==> config.mk <==
export PLATFORM = sky130hd
export DESIGN_NAME = reset_cause_reg
export DESIGN_NICKNAME = d
export VERILOG_FILES = /design/src/rtl/reset_cause_pkg.sv /design/src/rtl/reset_cause_ctrl.sv /design/src/rtl/reset_cause_dp.sv /design/src/rtl/reset_cause_reg.sv
export SDC_FILE = /design/constraint.sdc
export NUM_CORES = 1
export LEC_CHECK = 0
export ABC_AREA = 1
export CORE_ASPECT_RATIO = 0.9
export CORE_MARGIN = 4
export CORE_UTILIZATION = 42
export DETAILED_ROUTE_END_ITERATION = 16
export PLACE_DENSITY = 0.89
export SLEW_MARGIN = 0
export SYNTH_ARGS = -nofsm -noshare
export SYNTH_HDL_FRONTEND = slang
export SYNTH_HIERARCHICAL = 1
export SYNTH_SLANG_ARGS = --single-unit
==> constraint.sdc <==
create_clock -name clk -period 1.7 [get_ports clk]
set_clock_uncertainty 0.2 [all_clocks]
set_input_delay 0.17 -clock clk [delete_from_list [all_inputs] [get_ports clk]]
set_output_delay 0.17 -clock clk [all_outputs]
set_load 0.01 [all_outputs]
==> src/rtl/reset_cause_pkg.sv <==
package reset_cause_pkg;
  localparam int REG_W       = 16;
  localparam int BIT_TRAP    = 15;
  localparam int BIT_ILLEGAL = 14;
  localparam int BIT_CFG     = 9;
  localparam int BIT_EXT     = 7;
  localparam int BIT_SWR     = 6;
  localparam int BIT_WDTO    = 4;
  localparam int BIT_SLEEP   = 3;
  localparam int BIT_IDLE    = 2;
  localparam int BIT_BOR     = 1;
  localparam int BIT_POR     = 0;

  localparam logic [REG_W-1:0] IMPL_MASK =
      (REG_W'(1) << BIT_TRAP) | (REG_W'(1) << BIT_ILLEGAL) |
      (REG_W'(1) << BIT_CFG)  | (REG_W'(1) << BIT_EXT) |
      (REG_W'(1) << BIT_SWR)  | (REG_W'(1) << BIT_WDTO) |
      (REG_W'(1) << BIT_SLEEP)| (REG_W'(1) << BIT_IDLE) |
      (REG_W'(1) << BIT_BOR)  | (REG_W'(1) << BIT_POR);

  localparam logic [REG_W-1:0] POWER_KEEP = (REG_W'(1) << BIT_BOR) | (REG_W'(1) << BIT_POR);
  localparam logic [REG_W-1:0] POWER_CLR  = IMPL_MASK & ~POWER_KEEP;
  localparam logic [REG_W-1:0] RESET_VAL  = POWER_KEEP;

  typedef struct packed {
    logic [REG_W-1:0] setVec;
    logic [REG_W-1:0] clrVec;
    logic             wrLoad;
  } rcStrobes_t;
endpackage

==> src/rtl/reset_cause_ctrl.sv <==
module reset_cause_ctrl
  import reset_cause_pkg::*;
(
  input  logic       evPowerOn,
  input  logic       evBrownOut,
  input  logic       evTrapConflict,
  input  logic       evIllegalOp,
  input  logic       evUninitReg,
  input  logic       evSecurity,
  input  logic       evCfgMismatch,
  input  logic       evExtPin,
  input  logic       evSwReset,
  input  logic       evWdtTimeout,
  input  logic       evSleep,
  input  logic       evIdle,
  input  logic       evWdtClear,
  input  logic       wrEn,
  output rcStrobes_t strobes
);
  logic powerEvt;

  always_comb begin
    powerEvt = evPowerOn | evBrownOut;

    strobes.setVec              = '0;
    strobes.setVec[BIT_TRAP]    = evTrapConflict;
    strobes.setVec[BIT_ILLEGAL] = evIllegalOp | evUninitReg | evSecurity;
    strobes.setVec[BIT_CFG]     = evCfgMismatch;
    strobes.setVec[BIT_EXT]     = evExtPin;
    strobes.setVec[BIT_SWR]     = evSwReset;
    strobes.setVec[BIT_WDTO]    = evWdtTimeout;
    strobes.setVec[BIT_SLEEP]   = evSleep;
    strobes.setVec[BIT_IDLE]    = evIdle;
    strobes.setVec[BIT_BOR]     = powerEvt;
    strobes.setVec[BIT_POR]     = evPowerOn;

    strobes.clrVec              = powerEvt ? POWER_CLR : '0;
    strobes.clrVec[BIT_WDTO]    = powerEvt | evSleep | evIdle | evWdtClear;

    strobes.wrLoad              = wrEn;
  end
endmodule

==> src/rtl/reset_cause_dp.sv <==
module reset_cause_dp
  import reset_cause_pkg::*;
#(
  parameter int               W        = REG_W,
  parameter logic [W-1:0]     MASK     = IMPL_MASK,
  parameter logic [W-1:0]     INIT_VAL = RESET_VAL
) (
  input  logic         clk,
  input  logic         rstN,
  input  rcStrobes_t   strobes,
  input  logic [W-1:0] wrData,
  output logic [W-1:0] flags
);
  logic [W-1:0] baseVal;
  logic [W-1:0] nextVal;
  logic         pastValid;

  always_comb begin
    baseVal = strobes.wrLoad ? wrData : flags;
    nextVal = ((baseVal & ~strobes.clrVec) | strobes.setVec) & MASK;
  end

  always_ff @(posedge clk or negedge rstN) begin
    if (!rstN) begin
      flags     <= INIT_VAL;
      pastValid <= 1'b0;
    end else begin
      flags     <= nextVal;
      pastValid <= 1'b1;
    end
  end

  // every set strobe is visible in the register one edge later
  assert_set_wins_R8: assert property (@(posedge clk) disable iff (!rstN)
    pastValid |-> ((flags & $past(strobes.setVec)) == $past(strobes.setVec)));

  // a clear strobe without a matching set leaves the bit at zero
  assert_clear_applied_R5: assert property (@(posedge clk) disable iff (!rstN)
    pastValid |-> ((flags & $past(strobes.clrVec) & ~$past(strobes.setVec)) == '0));

  // unused bit positions never hold a one
  assert_unused_zero_R1: assert property (@(posedge clk) disable iff (!rstN)
    (flags & ~MASK) == '0);
endmodule

==> src/rtl/reset_cause_reg.sv <==
module reset_cause_reg
  import reset_cause_pkg::*;
(
  input  logic             clk,
  input  logic             rstN,
  input  logic             evPowerOn,
  input  logic             evBrownOut,
  input  logic             evTrapConflict,
  input  logic             evIllegalOp,
  input  logic             evUninitReg,
  input  logic             evSecurity,
  input  logic             evCfgMismatch,
  input  logic             evExtPin,
  input  logic             evSwReset,
  input  logic             evWdtTimeout,
  input  logic             evSleep,
  input  logic             evIdle,
  input  logic             evWdtClear,
  input  logic             wrEn,
  input  logic [REG_W-1:0] wrData,
  output logic [REG_W-1:0] rdData
);
  rcStrobes_t strobes;
  logic       anyEvent;
  logic       pastValid;

  reset_cause_ctrl u_ctrl (
    .evPowerOn     (evPowerOn),
    .evBrownOut    (evBrownOut),
    .evTrapConflict(evTrapConflict),
    .evIllegalOp   (evIllegalOp),
    .evUninitReg   (evUninitReg),
    .evSecurity    (evSecurity),
    .evCfgMismatch (evCfgMismatch),
    .evExtPin      (evExtPin),
    .evSwReset     (evSwReset),
    .evWdtTimeout  (evWdtTimeout),
    .evSleep       (evSleep),
    .evIdle        (evIdle),
    .evWdtClear    (evWdtClear),
    .wrEn          (wrEn),
    .strobes       (strobes)
  );

  reset_cause_dp #(
    .W       (REG_W),
    .MASK    (IMPL_MASK),
    .INIT_VAL(RESET_VAL)
  ) u_dp (
    .clk    (clk),
    .rstN   (rstN),
    .strobes(strobes),
    .wrData (wrData),
    .flags  (rdData)
  );

  assign anyEvent = evPowerOn | evBrownOut | evTrapConflict | evIllegalOp | evUninitReg |
                    evSecurity | evCfgMismatch | evExtPin | evSwReset | evWdtTimeout |
                    evSleep | evIdle | evWdtClear;

  always_ff @(posedge clk or negedge rstN) begin
    if (!rstN) pastValid <= 1'b0;
    else       pastValid <= 1'b1;
  end

  // power-on raises both power flags
  assert_por_flags_R4: assert property (@(posedge clk) disable iff (!rstN)
    (pastValid && $past(evPowerOn)) |-> (rdData[BIT_POR] && rdData[BIT_BOR]));

  // brown-out alone leaves the power-on flag untouched
  assert_bor_keeps_por_R4: assert property (@(posedge clk) disable iff (!rstN)
    (pastValid && $past(evBrownOut && !evPowerOn && !wrEn)) |->
      (rdData[BIT_BOR] && rdData[BIT_POR] == $past(rdData[BIT_POR])));

  // watchdog clear without a fresh timeout drops the timeout flag
  assert_wdt_clear_R6: assert property (@(posedge clk) disable iff (!rstN)
    (pastValid && $past(evWdtClear && !evWdtTimeout)) |-> !rdData[BIT_WDTO]);

  // quiet cycles keep the register
  assert_hold_R10: assert property (@(posedge clk) disable iff (!rstN)
    (pastValid && $past(!anyEvent && !wrEn)) |-> $stable(rdData));
endmodule

==> metrics.md <==
| Metric | Value |
|---|---|
| FF-to-FF path depth | `4` |
| Final WL | `1400 µm` |
| Avg Vias per Cell | `3.74` |
| Critical path buffers and inverters | `1` |
| Startpoint class of the critical path | `flop` |
| Via count | `639` |
| Post-route DRC | `0` |
| Pre-Repair DR Iteration Count | `2` |
| Hold WS | `0.0199 ns` |
| Worst-path cell chain | `clkdlybuf4s50_1` |
| Crit path DAT | `1.15 ns` |
| Pwr dens | `602 nW/µm²` |
| Iteration-0 DRC Markers | `8` |
| Core Box Area | `1750 µm²` |
| Largest fanout on the critical path | `2` |
| Slowest CP cell | `clkdlybuf4s50_1` |
| Largest net degree at the start of global routing | `11` |
| Yosys warnings | `6` |
| Total CTS buffers | `3` |
| H-tree levels | `1` |
| Final hold vios | `0` |
| Syn avg cell area | `6.37 µm²` |
| Leakage | `0.655 nW` |
| Max reg flops | `10` |
| Clock Sinks | `10` |
| Required time of the critical path | `1.33 ns` |
| Fmax | `0.658 GHz` |
| Mapped cell area | `810 µm²` |
| Layout Nets | `180` |
| Remaining antenna violation count after routing | `0` |
| Antenna cells | `0` |
| FF-to-FF End | `u_dp/flags[0]$_DFF_PN1_` |
| Total gr overflow | `0` |
| DR WL/cell | `8.20 µm` |
| CP Capture Type | `output pin` |
| Crit path max-delay family | `buffers and inverters` |
| Type of the tightest min-delay check | `in -> async` |
| Crit path largest cell delay | `0.53 ns` |
| Die area | `2690 µm²` |
| Layout cell share with drive strength beyond 1 | `6.12%` |
| Vias in the first global route | `541` |
| Clock tree buffer depth | `2` |
| Crit share post-route | `89.4%` |
| Post CTS Setup Buffer Count | `0` |
| All-Layer GR Usage | `11.0%` |
| Global placement routability congestion | `0.706` |
| Critical path type | `reg -> out` |
| Initial antenna violation count | `0` |
| Peak VDD IR | `0.569 mV` |
| # fillers | `175` |
| Hpwl dp | `1150 µm` |
| Largest regs | `u_dp/flags: 10 flops` |
| Most flops, register | `u_dp/flags` |
| Final TNS setup | `0 ns` |
| Clk_lat worst skew | `0.26 ns` |
| Syn Inst Count | `127` |
| Final Setup Violations | `0` |
| IO Count | `48` |
| CTS tree | `built` |
| Minimum clock period | `1.52 ns` |
| Initial core utilization | `46.2%` |
| Clock slew at the register clock pins of the worst setup and hold paths | `0.07 ns` |
| Unrepaired setup endpoints after global routing | `no` |
| DIE HEIGHT | `49.7 µm` |
| Root Driver | `clkbuf_4` |
| Multi-input logic area | `215 µm²` |
| Status | `completed` |
| Max cap viols | `0` |
| Slew Limit Fails | `0` |
| Die Width | `54.3 µm` |
| R2R setup slack | `0.72 ns` |
| Reg2reg start | `u_dp/flags[0]$_DFF_PN1_` |
| FF+latch area | `253 µm²` |
| First-pass GRT wire length | `2160 µm` |
| Cell Rows | `14` |
| Port Buffers | `35` |
| Area delta synth->final | `30.8%` |
## metrics by stage
step / util [%] / setup slack [ns] / power [W] / std cells / cell area, µm²
after floorplan: - / 0.717 / 0.000373 / 133 / 832
after global placement: 58.3 / 0.210 / 0.000430 / 167 / 1020
after detailed placement: 58.3 / 0.201 / 0.000434 / 167 / 1020
after CTS: 60.3 / 0.00188 / 0.000651 / 171 / 1060
after global routing: 60.4 / 0.115 / 0.000683 / 171 / 1060
final: 60.4 / 0.180 / 0.000638 / 171 / 1060
## report_power, final
part	leakage (nW)	switching (W)	internal [W]	total (W)
combinational	0.524	0.0000690	0.0000953	0.000164
clock	0.0210	0.0000817	0.000130	0.000212
sequential	0.110	0.00000687	0.000255	0.000262
## layout by cell type, fill, tap and decap left out
cell             instances
clkbuf_4                 3
dfrtp_1                  8
nor2_2                   1
nand2_1                 31
inv_1                   43
buf_4                    1
dlymetal6s2s_1           1
dlygate4sd2_1            1
inv_2                    1
clkdlybuf4s50_1         33
dfstp_2                  2
nand3_1                 11
conb_1                   8
clkbuf_8                 1
nor2_1                   2
## worst max-delay path by stage
| stage | startpoint | endpoint | slack [ns] | cells after the start |
|---|---|---|---|---|
| floorplan | u_dp/flags[0]$_DFF_PN1_ | u_dp/flags[0]$_DFF_PN1_ | 0.72 | 4 |
| global placement | wrEn | u_dp/flags[3]$_DFF_PN0_ | 0.21 | 5 |
| finish | u_dp/flags[2]$_DFF_PN0_ | rdData[2] | 0.18 | 1 |
| global route | u_dp/flags[14]$_DFF_PN0_ | rdData[14] | 0.12 | 1 |
| CTS | u_dp/flags[1]$_DFF_PN1_ | rdData[1] | 0.002 | 1 |
| detailed placement | wrEn | u_dp/flags[7]$_DFF_PN0_ | 0.20 | 5 |
## per-layer routing
metal	vias to the layer above	part of all wire (%)	GRT usage (%)
met5	-	0	0
met4	0	0	1.24
met3	0	14	6.93
met2	28	46	19.7
met1	256	39	10.6
li1	355	-	-
## timing repair
item	CTS	global route
setup endpoints to repair	1	1
gates resized for setup	1	1
hold buffers	0	0
gates cloned	0	0
## final cells by class
class                      instances  share of cell area, %
multi-input combinational         53                   20.3
tap                               24                   2.84
inverter                          44                   15.6
clock buffer                       4                   3.43
sequential                        10                   23.9
timing repair buffer              36                   33.9
Power figures use the tool's default switching activity.
